$ cat config.mk
export PLATFORM = sky130hd
export DESIGN_NAME = coarse_iq_rotator
export DESIGN_NICKNAME = d
export VERILOG_FILES = /design/src/rtl/coarse_iq_rotator.sv
export SDC_FILE = /design/constraint.sdc
export NUM_CORES = 1
export LEC_CHECK = 0
export BUFFER_PORTS_ARGS = -buffer_cell sky130_fd_sc_hd__buf_2
export CAP_MARGIN = 10
export CORE_ASPECT_RATIO = 0.5
export CORE_UTILIZATION = 54
export DETAILED_ROUTE_END_ITERATION = 7
export PLACE_DENSITY = 0.79
export REMOVE_ABC_BUFFERS = 1
export SLEW_MARGIN = 10
export SYNTH_ARGS = -nofsm -noshare
export SYNTH_HDL_FRONTEND = slang
export SYNTH_SLANG_ARGS = --single-unit
$ cat constraint.sdc
create_clock -name clk -period 2.7 [get_ports clk]
set_input_delay 0.135 -clock clk [delete_from_list [all_inputs] [get_ports clk]]
set_output_delay 0.135 -clock clk [all_outputs]
set_load 0.005 [all_outputs]
$ cat src/rtl/coarse_iq_rotator.sv
module coarse_iq_rotator #(
  parameter int DW = 16
) (
  input  logic          clk,
  input  logic          rst_n,
  input  logic [DW-1:0] in_i,
  input  logic [DW-1:0] in_q,
  input  logic [1:0]    mode,
  input  logic [1:0]    init_ph,
  input  logic          strobe,
  input  logic          fine_busy,
  output logic [DW-1:0] out_a,
  output logic [DW-1:0] out_b
);

  localparam logic [DW-1:0] MAXV = {1'b0, {(DW-1){1'b1}}};
  localparam logic [DW-1:0] MINV = {1'b1, {(DW-1){1'b0}}};
  localparam logic [1:0] M_PASS = 2'b00;
  localparam logic [1:0] M_HALF = 2'b01;
  localparam logic [1:0] M_QPOS = 2'b10;
  localparam logic [1:0] M_QNEG = 2'b11;

  function automatic logic [DW-1:0] neg_sat(input logic [DW-1:0] x);
    return (x == MINV) ? MAXV : (~x + DW'(1));
  endfunction

  logic [1:0]    phase;
  logic [1:0]    eff_mode;
  logic [1:0]    rot;
  logic [DW-1:0] ni, nq, a_nx, b_nx;

  assign eff_mode = fine_busy ? M_PASS : mode;
  assign ni = neg_sat(in_i);
  assign nq = neg_sat(in_q);

  always_comb begin
    case (eff_mode)
      M_HALF:  rot = {phase[0], 1'b0};
      M_QPOS,
      M_QNEG:  rot = phase;
      default: rot = 2'd0;
    endcase
  end

  always_comb begin
    case (rot)
      2'd1:    begin a_nx = nq;   b_nx = in_i; end
      2'd2:    begin a_nx = ni;   b_nx = nq;   end
      2'd3:    begin a_nx = in_q; b_nx = ni;   end
      default: begin a_nx = in_i; b_nx = in_q; end
    endcase
  end

  always_ff @(posedge clk) begin
    if (!rst_n) begin
      phase <= 2'd0;
      out_a <= '0;
      out_b <= '0;
    end else begin
      out_a <= a_nx;
      out_b <= b_nx;
      if (strobe)
        phase <= init_ph;
      else if (eff_mode == M_HALF || eff_mode == M_QPOS)
        phase <= phase + 2'd1;
      else if (eff_mode == M_QNEG)
        phase <= phase - 2'd1;
    end
  end

  AST_PASS_THROUGH: assert property (@(posedge clk) disable iff (!rst_n)
    (mode == M_PASS || fine_busy) |=> (out_a == $past(in_i) && out_b == $past(in_q)));
  AST_STROBE_LOAD: assert property (@(posedge clk) disable iff (!rst_n)
    strobe |=> (phase == $past(init_ph)));
  AST_HOLD_FORCED: assert property (@(posedge clk) disable iff (!rst_n)
    (!strobe && fine_busy) |=> $stable(phase));
  AST_QNEG_STEP: assert property (@(posedge clk) disable iff (!rst_n)
    (!strobe && !fine_busy && mode == M_QNEG) |=> (phase == $past(phase) - 2'd1));
  AST_QPOS_STEP: assert property (@(posedge clk) disable iff (!rst_n)
    (!strobe && !fine_busy && mode == M_QPOS) |=> (phase == $past(phase) + 2'd1));
  AST_SAT_NEG: assert property (@(posedge clk) disable iff (!rst_n)
    (!fine_busy && mode == M_HALF && phase[0] && in_i == MINV) |=> (out_a == MAXV));

endmodule

==> results of run 1 <==
[where the power goes]
part | switching (mW) | leakage (nW) | total [mW] | internal, mW
Clock | 0.204 | 0.0482 | 0.410 | 0.206
Sequential | 0.0115 | 0.283 | 0.551 | 0.539
Combinational | 0.201 | 0.995 | 0.337 | 0.136
[flip-flops by register name, summed over array words and instances, names as in the netlist]
signal and cells:
out_a 16, out_b 16, phase 2
[cells by family after synthesis]
| family | count (synthesis) |
|---|---|
| simple gates | 162 |
| compound gates | 124 |
| buf+inv | 43 |
| flops | 34 |
| xor+xnor | 13 |
| mux | 7 |
| fa+ha+maj | 5 |
[critical path: stages]
cell and delay [ps]:
buf_2 110, inv_1 90, ha_1 200, nor4b_2 490, nand2_1 240, nor3_2 250, buf_4 200, a21oi_1 60
a2111oi_0 530, a31o_2 200
[area by class of cell]
cell class / instances / area share, %
inverter: 11 / 1.24
sequential: 34 / 20.5
clock inverter: 1 / 0.150
timing repair buffer: 87 / 14.3
multi-input combinational: 311 / 58.6
clock buffer: 7 / 2.60
tap: 70 / 2.63
[placed cells by master (no fill, tap or decap), types with 3 or more instances in the layout]
cell | Yosys | layout
clkbuf_8 | 0 | 6
nor4_1 | 6 | 6
or3_1 | 9 | 9
nor3_1 | 14 | 14
buf_4 | 1 | 16
o2111ai_1 | 3 | 3
inv_1 | 10 | 10
o21ai_0 | 23 | 23
nand3_1 | 11 | 11
a211oi_1 | 3 | 3
nand2b_1 | 4 | 4
o221ai_1 | 8 | 8
o211ai_1 | 6 | 6
a21oi_1 | 30 | 29
nor3b_1 | 3 | 3
a31oi_1 | 7 | 7
o31a_1 | 4 | 4
or2_2 | 3 | 3
nor2_1 | 41 | 41
o31ai_1 | 7 | 7
nand4b_1 | 3 | 3
nor4_2 | 3 | 3
buf_2 | 1 | 71
ha_1 | 5 | 5
nand2_1 | 45 | 45
xnor2_1 | 8 | 8
o22ai_1 | 7 | 7
o311ai_0 | 3 | 3
nand4_1 | 5 | 5
mux2i_1 | 7 | 7
dfxtp_1 | 34 | 34
xor2_1 | 5 | 5
[how the worst max path moves through the flow]
| stage | endpoint | slack (ps) | cells after the start |
|---|---|---|---|
| 2_1_floorplan | out_b[3] | -70 | 9 |
| 3_3_place_gp | out_b[9] | 510 | 10 |
| 3_5_place_dp | out_b[9] | 310 | 10 |
| 4_1_cts | out_b[9] | 450 | 10 |
| 5_1_grt | out_b[9] | 150 | 10 |
| 6_report | out_b[9] | 430 | 10 |
[metal layers]
layer  wire length, µm  GRT usage (%)
met1              4020           48.7
met2              4020           55.3
met3              1250           7.27
met4               171           11.7
met5                 0              0
[per-stage QoR]
step                cell area (µm²)  setup TNS, ps
finish                         3330              0
global route                   3330              0
CTS                            3330              0
detailed placement             3230              0
global placement               3230              0
floorplan                      2670           -112
==> run_results.csv, run 1 <==
group,metric,value,unit
floorplan,num_rows,18,
global_routing,antenna_found_initial,0,
global_routing,track_usage,35.3,%
placement,placed_cells,513,
sta,worst_pin_slew,674,ps
global_routing,grt_max_degree,25,
routing,viasPerCell,6.58,
floorplan,ios,72,
worst_setup_path,timing.rr.start,"phase[0]",
synth,yosys.area_share.simple,30.2,%
sta,fin_hold_ws,81.3,ps
finish,drive_above_1_share,24.2,%
clocking,clk_latency,290,ps
routing,ant_nets,0,
floorplan,die_area,0.00553,mm²
finish,area.sequential,681,µm²
worst_setup_path,r2r-end,"out_a[4]",
worst_setup_path,start_kind,"input port",
status,status,"finished, final reports clean",
synth,synth_most_common_cell,"nand2_1",
worst_setup_path,reg2regPathDepth,7,
synth,synth_top_flop_cell,"dfxtp_1",
routing,drc,0,
placement,place_ws,311,ps
synth,syn_area_per_cell,7.27,µm²
routing,wl_per_cell,18.2,µm
synth,synth_xor_area_share,4.04,%
floorplan,start_util,56.6,%
synth,yosysTopAreaCell,"dfxtp_1",
finish,multiInputGateArea,0.00195,mm²
finish,antenna_cells,0,
routing,vias,3428,
synth,async_reset_ff_share,0,%
pwr,power.density,390,mW/mm²
finish,nets,495,
synth,synth.area.mux_share,2.49,%
clocking,post_cts_resized,0,
clocking,cts_hold_buf,0,
finish,syn_to_final_growth,18.0,%
placement,place_congestion,0.964,
placement,hpwl,6.95,mm
worst_setup_path,critPathKind,"input port to register",
job,cap_violations,0,
pwr,ir_worst_vdd,0.241,mV
min_path,whs_path_depth,3,
clocking,cts_tree,"yes",
min_path,hold_path_end,"phase[0]",
clocking,postCtsSetupBuffers,0,
sta,relSlewSlack,54.9,%
sta,maxSlewViolCount,0,
worst_setup_path,arrival,2510,ps
sta,fmax,0.440,GHz
synth,syn_area,0.00282,mm²
routing,drtIter0Drc,357,
synth,ys_types,67,
synth,synth_top_area_share,24.1,%
floorplan,core_area,0.00498,mm²
finish,utilization,66.8,%
clocking,root_buffer,"clkbuf_8",
clocking,htree_levels,2,
finish,n_fill_cell,455,
placement,numPortBuffers,71,
pwr,p_total,1.30,mW
sta,min_period,2270,ps
sta,clock_skew,6.17,ps
synth,synth_compound_area_share,30.1,%
clocking,numCtsBuffers,5,
sta,finalCritPeriodShare,84.2,%
floorplan,die_w,104,µm
sta,rsz0062_at_grt,"false",
synth,ys_ff_latch,34,
synth,synth_edf_count,0,
min_path,min_from,"init_ph[0]",
worst_setup_path,worst_ep_required_time,2940,ps
synth,ys_top_cells_by_area,"dfxtp_1 (24%), nand2_1 (6.0%), nor2_1 (5.5%)",
sta,setup_viol,0,
clocking,ctsLongestPathBuffers,2,
global_routing,grt_pass1_vias,3013,
synth,ys_seq_area_share,24.1,%
global_routing,grt-ovfl-total,0,
worst_setup_path,endpoint_kind,"register",
synth,ys_warn_count,0,
min_path,hold_path_class,"input port to register",
sta,layout_setup_ws,425,ps
synth,synth_common_cells,"nand2_1 (45), nor2_1 (41), dfxtp_1 (34)",
clocking,cts_sinks,34,
sta,finalHoldViolCount,0,
floorplan,die_h,53.1,µm
synth,synth_fa_ha_area_share,2.22,%
clocking,cts.clk_slew.worst_paths,80,ps
worst_setup_path,reg2reg_slack,690,ps
global_routing,grt_first_pass_wirelength,14.9,mm
synth,synth_top_family_by_area,"simple AND/OR/NAND/NOR gates",
synth,netlist_instances,388,
finish,instances_no_fill,521,
routing,wirelength,9.46,mm
pwr,p_leak,1.33,nW
worst_setup_path,path_max_fanout,9,
worst_setup_path,crit_start,"in_q[0]",
routing,drtPass1Iterations,6,
Note: power is estimated with default switching activity, not from simulation.
==> inputs of run 2 (changes only) <==
--- a/config.mk
+++ b/config.mk
@@ -8,9 +8,9 @@
 export BUFFER_PORTS_ARGS = -buffer_cell sky130_fd_sc_hd__buf_2
 export CAP_MARGIN = 10
 export CORE_ASPECT_RATIO = 0.5
-export CORE_UTILIZATION = 54
+export CORE_UTILIZATION = 49
 export DETAILED_ROUTE_END_ITERATION = 7
-export PLACE_DENSITY = 0.79
+export PLACE_DENSITY = 0.76
 export REMOVE_ABC_BUFFERS = 1
 export SLEW_MARGIN = 10
 export SYNTH_ARGS = -nofsm -noshare
==> constraint.sdc (replaced) <==
create_clock -name clk -period 1.9 [get_ports clk]
set_input_delay 0.095 -clock clk [delete_from_list [all_inputs] [get_ports clk]]
set_output_delay 0.095 -clock clk [all_outputs]
set_load 0.005 [all_outputs]
==> run 2 against run 1 <==
Compared with the run above:
- register-to-register slack worse by 490 ps
- critical endpoint is now out_b[3]
- critical path depth down 3
- setup slack worse by 230 ps
- sequential cell count unchanged
- largest cell class unchanged
- via count up 3.9%
- total power up 65%
- die area up 9.9%
==> run_results.csv, run 2 (synthesized netlist as in run 1, its figures left out) <==
group,metric,value,unit
finish,finalInstanceArea,0.00378,mm²
sta,clock_skew,3.13,ps
finish,multiInputGateArea,0.00195,mm²
global_routing,track_usage,33.7,%
finish,nets,546,
floorplan,core_area,0.00552,mm²
worst_setup_path,crit_family,"simple AND/OR/NAND/NOR gates",
worst_setup_path,start_kind,"input port",
sta,worst_pin_slew,526,ps
clocking,clk_latency,280,ps
worst_setup_path,cp_slowest_cell,"or4_4",
worst_setup_path,critPathMaxStageDelay,570,ps
finish,antenna_cells,0,
placement,placed_cells,567,
worst_setup_path,reg2reg_slack,200,ps
pwr,p_leak,1.61,nW
worst_setup_path,timing.rr.start,"phase[0]",
worst_setup_path,path_cells,"buf_2 > or4_4 > nor4b_4 > and2b_4 > o31a_1 > o221ai_1 > a31oi_1",
sta,fmax,0.587,GHz
finish,layout_common_cells,"buf_2 (71), buf_4 (66), nand2_1 (44)",
min_path,whs_path_depth,3,
placement,numPortBuffers,71,
routing,drtIter0Drc,465,
finish,drive_above_1_share,32.1,%
pwr,p_total,2.14,mW
global_routing,grt_pass1_vias,3185,
min_path,min_from,"init_ph[1]",
worst_setup_path,crit_buf_inv,1,
sta,min_period,1700,ps
finish,instances_no_fill,575,
routing,viasPerCell,6.19,
placement,placed_area,0.00363,mm²
clocking,ctsLongestPathBuffers,2,
floorplan,die_area,0.00608,mm²
routing,ant_nets,0,
clocking,post_cts_resized,0,
worst_setup_path,endpoint_kind,"register",
global_routing,grt_max_degree,24,
status,status,"finished, final reports clean",
floorplan,ios,72,
finish,area.sequential,681,µm²
global_routing,grt_first_pass_wirelength,15.7,mm
placement,place_congestion,0.993,
routing,wl_per_cell,17.1,µm
placement,hpwl,7.46,mm
clocking,cts_tree,"yes",
sta,finalCritPeriodShare,89.7,%
clocking,postCtsSetupBuffers,0,
routing,drtPass1Iterations,5,
worst_setup_path,arrival,1910,ps
worst_setup_path,critPathKind,"input port to register",
sta,relSlewSlack,64.9,%
sta,rsz0062_at_grt,"false",
sta,setup_viol,0,
floorplan,die_h,55.6,µm
finish,top_regs,"out_a: 16 flops, out_b: 16 flops, phase: 2 flops",
floorplan,start_util,51.1,%
pwr,ir_worst_vdd,0.371,mV
floorplan,die_w,109,µm
global_routing,antenna_found_initial,0,
routing,vias,3562,
worst_setup_path,reg2regPathDepth,7,
worst_setup_path,worst_ep_required_time,2110,ps
routing,wirelength,9.86,mm
routing,drc,0,
clocking,cts_sinks,34,
worst_setup_path,r2r-end,"out_b[9]",
global_routing,grt-ovfl-total,0,
finish,n_fill_cell,499,
floorplan,num_rows,19,
worst_setup_path,path_max_fanout,13,
job,cap_violations,0,
pwr,power.density,566,mW/mm²
clocking,htree_levels,2,
min_path,hold_path_end,"phase[1]",
min_path,hold_path_class,"input port to register",
finish,syn_to_final_growth,34.2,%
clocking,cts_hold_buf,0,
clocking,cts.clk_slew.worst_paths,60,ps
sta,finalHoldViolCount,0,
clocking,numCtsBuffers,5,
clocking,root_buffer,"clkbuf_16",
sta,fin_hold_ws,49.8,ps
sta,maxSlewViolCount,0,
finish,final_common_cell,"buf_2",
finish,utilization,68.6,%
==> run 2: changes by cell type in the layout (fill, tap and decap cells not counted), sizes merged <==
cell	change
buf	+51
==> run 2: power by group <==
group,switching [mW],total (mW),internal [mW],leakage (nW)
Sequential,0.0153,0.783,0.768,0.283
Clock,0.305,0.825,0.520,0.0739
Combinational,0.295,0.533,0.238,1.25
Total,0.615,2.14,1.53,1.61
==> run 2: cell type report <==
| class | instances | area share (%) |
|---|---|---|
| multi-input combinational | 311 | 51.6 |
| timing repair buffer | 138 | 23.0 |
| sequential | 34 | 18.0 |
| clock buffer | 7 | 3.77 |
| tap | 73 | 2.41 |
| inverter | 11 | 1.09 |
| clock inverter | 1 | 0.132 |
==> run 2: metrics by stage <==
| stage | setup TNS, ps | worst slack [ps] |
|---|---|---|
| after global routing | 0 | 33.2 |
| final | 0 | 196 |
| after global placement | -14.9 | -8.00 |
| after floorplan | -14610 | -831 |
| after detailed placement | -112 | -60.1 |
| after CTS | 0 | 156 |
==> run 2: metal layers <==
metal  track usage (%)  routed length, µm  vias to the layer above
li1                  -                  -                     1681
met1              50.7               4490                     1628
met2              47.7               4080                      231
met3              7.14               1150                       22
met4              10.1                137                        0
met5                 0                  0                        -
==> run 2: worst max-delay path by stage <==
stage,from,end,slack [ps],cells past startpoint
floorplan,fine_busy,out_b[3],-830,9
global placement,in_i[7],out_b[3],-8,7
detailed placement,in_i[7],out_b[3],-60,7
CTS,phase[0],out_b[11],160,7
global route,phase[0],out_b[9],30,7
finish,in_i[7],out_b[3],200,7
==> run 2: worst reg2reg max path: cells and delay by family (launching register included) <==
family / cells / cell delay (ps)
DFF: 1 / 420
and+or+nand+nor: 1 / 120
buffers and inverters: 1 / 210
AOI/OAI and AO/OA: 5 / 860
==> inputs of run 3 (changes only) <==
--- a/config.mk
+++ b/config.mk
@@ -5,12 +5,13 @@
 export SDC_FILE = /design/constraint.sdc
 export NUM_CORES = 1
 export LEC_CHECK = 0
+export ABC_AREA = 1
 export BUFFER_PORTS_ARGS = -buffer_cell sky130_fd_sc_hd__buf_2
 export CAP_MARGIN = 10
 export CORE_ASPECT_RATIO = 0.5
 export CORE_UTILIZATION = 49
 export DETAILED_ROUTE_END_ITERATION = 7
-export PLACE_DENSITY = 0.76
+export PLACE_DENSITY = 0.75
 export REMOVE_ABC_BUFFERS = 1
 export SLEW_MARGIN = 10
 export SYNTH_ARGS = -nofsm -noshare
==> constraint.sdc (replaced) <==
create_clock -name clk -period 1.9 [get_ports clk]
set_input_delay 0.19 -clock clk [delete_from_list [all_inputs] [get_ports clk]]
set_output_delay 0.19 -clock clk [all_outputs]
set_load 0.005 [all_outputs]
==> run 3 against run 2 <==
Compared with the run above:
- the run now ends with DRC left
- critical path type is now register to register
- clock-buffer cell count did not move
- highest routed layer unchanged
- via count grew 0.45%
- clock power is 2.5% higher
- die area grew 3.9%
==> run_results.csv, run 3 <==
group,metric,value,unit
pwr,combinationalPowerShare,22.5,%
finish,syn_to_final_growth,21.7,%
global_routing,groute.layer.met1.usage,41.6,%
global_routing,grt_pass1_vias,2979,
job,cap_violations,0,
finish,top_regs,"out_a: 16 flops, out_b: 16 flops, phase: 2 flops",
finish,nets,645,
global_routing,grt-ovfl-total,0,
worst_setup_path,worst_ep_required_time,2080,ps
routing,vias,3578,
sta,fin_hold_ws,167,ps
routing,viasPerCell,5.31,
floorplan,die_w,111,µm
placement,hpwl,6.67,mm
worst_setup_path,timing.rr.start,"phase[0]",
sta,maxSlewViolCount,0,
global_routing,grt_max_degree,34,
worst_setup_path,endpoint_kind,"register",
routing,drtIter0Drc,421,
global_routing,track_usage,29.5,%
clocking,cts_sinks,34,
pwr,p_seq_share,37.3,%
floorplan,num_rows,19,
min_path,whs_path_depth,3,
synth,synth_common_cells,"nand2_1 (163), inv_1 (82), o21ai_0 (65)",
worst_setup_path,start_kind,"register",
pwr,switching_share,29.9,%
sta,fmax,0.609,GHz
clocking,ctsLongestPathBuffers,2,
synth,ys_warn_count,0,
synth,netlist_instances,522,
synth,syn_area_per_cell,5.62,µm²
status,status,"finished, violations left",
synth,yosysTopAreaCell,"dfxtp_1",
clocking,cts_hold_buf,0,
pwr,clock_power_share,40.2,%
sta,setup_viol,0,
clocking,post_cts_resized,0,
synth,synth_edf_count,0,
global_routing,grt_first_pass_wirelength,14.6,mm
floorplan,start_util,52.3,%
sta,worst_pin_slew,541,ps
worst_setup_path,path_max_fanout,28,
worst_setup_path,reg2regPathDepth,8,
min_path,hold_path_end,"phase[1]",
routing,drc,6,
synth,ys_seq_area_share,23.2,%
routing,ant_nets,0,
finish,instances_no_fill,674,
worst_setup_path,arrival,1820,ps
routing,drtPass1Iterations,8,
worst_setup_path,critPathMaxStageDelay,410,ps
synth,ys_ff_latch,34,
min_path,min_from,"init_ph[1]",
global_routing,globalRoute.busiestLayer,"met2",
synth,synth_most_common_cell,"nand2_1",
synth,syn_area,0.00293,mm²
placement,place_congestion,0.960,
clocking,clk_latency,290,ps
clocking,cts.clk_slew.worst_paths,60,ps
synth,synth_top_area_share,23.2,%
routing,wl_per_cell,13.4,µm
worst_setup_path,reg2reg_slack,260,ps
floorplan,die_h,56.7,µm
worst_setup_path,r2r-end,"out_a[11]",
pwr,ir_worst_vdd,0.331,mV
status,violations,"DRC",
floorplan,die_area,0.00631,mm²
clocking,cts_tree,"yes",
placement,numPortBuffers,71,
global_routing,grtUsageMet3,7.45,%
pwr,p_switching,628,µW
floorplan,core_area,0.00561,mm²
routing,wirelength,9.04,mm
floorplan,ios,72,
worst_setup_path,critPathKind,"register to register",
sta,min_period,1640,ps
pwr,power.density,590,mW/mm²
worst_setup_path,cp_slowest_cell,"dfxtp_1",
synth,ys_top_cells_by_area,"dfxtp_1 (23%), nand2_1 (21%), o21ai_0 (11%)",
sta,rsz0062_at_grt,"false",
sta,finalCritPeriodShare,86.5,%
synth,synth_top_flop_cell,"dfxtp_1",
clocking,postCtsSetupBuffers,0,
clocking,numCtsBuffers,5,
placement,placed_cells,666,
finish,layout_common_cells,"nand2_1 (163), inv_1 (82), buf_2 (71)",
finish,drive_above_1_share,18.6,%
worst_setup_path,cp_common_cell,"nand2_1",
finish,final_common_cell,"nand2_1",
pwr,p_leak,1.94,nW
worst_setup_path,crit_family,"simple AND/OR/NAND/NOR gates",
synth,ys_types,30,
worst_setup_path,crit_buf_inv,1,
sta,clock_skew,3.49,ps
finish,antenna_cells,0,
global_routing,antenna_found_initial,0,
synth,async_reset_ff_share,0,%
pwr,p_int,1.48,mW
min_path,hold_path_class,"input port to register",
clocking,htree_levels,2,
clocking,root_buffer,"clkbuf_16",
global_routing,use_met2,44.9,%
sta,relSlewSlack,63.9,%
sta,finalHoldViolCount,0,
worst_setup_path,path_cells,"nand2_1 > nand2_1 > nand2_1 > buf_4 > nor2_8 > nand4_1 > nand2_1 > a21oi_1",
run 3: kinds of logic (layout without fill, tap and decap cells):
logic type,after synthesis,count (layout),share of synthesized area [%]
buffers and inverters,101,180,14.3
and+or+nand+nor,290,290,43.5
AOI/OAI and AO/OA,89,89,15.9
DFF,34,34,23.2
adders and majority gates,5,5,2.13
xor gates and xnor gates,3,3,0.896
run 3: final cells by class:
type / count / area [µm²]
multi-input cells: 387 / 1830
clock buffers: 7 / 143
clock inverters: 1 / 5.00
inverters: 82 / 308
flip-flops and latches: 34 / 681
repair buffers: 90 / 510
well taps: 73 / 91.3
fillers: 588 / 2040
run 3: through the flow:
step           utilization [%]  total power, mW  setup slack (ps)  setup TNS [ps]  cell area (µm²)
2_1_floorplan                -             1.05              -278           -4300             2820
3_3_place_gp              61.0             1.26              45.5               0             3420
3_5_place_dp              61.0             1.26              34.8               0             3420
4_1_cts                   63.6             2.10               278               0             3570
5_1_grt                   63.6             2.21               107               0             3570
6_report                  63.6             2.10               257               0             3570
run 3: power by group through the flow:
stage | logic (mW) | registers [mW] | clock network (mW)
after floorplan | 0.244 | 0.808 | 0
after global placement | 0.461 | 0.799 | 0
after detailed placement | 0.465 | 0.799 | 0
after CTS | 0.468 | 0.784 | 0.850
after global routing | 0.535 | 0.788 | 0.885
final | 0.474 | 0.784 | 0.846
run 3: tightest hold or removal path, stage by stage:
cell	delay, ps
buf_2	100
nand2_1	50
a31oi_1	70
run 3: worst max-delay path by stage:
stage	start	endpoint	slack, ps	cells past startpoint
detailed placement	in_i[1]	out_b[2]	30	13
finish	phase[0]	out_a[11]	260	8
CTS	phase[0]	out_a[11]	280	8
global route	in_i[1]	out_b[2]	110	13
global placement	in_i[1]	out_b[2]	50	13
floorplan	mode[1]	out_b[2]	-280	11
run 3: layer usage:
metal	up-vias	routed length (µm)
li1	1807	-
met1	1586	4270
met2	173	3680
met3	12	1010
met4	0	77
met5	-	0
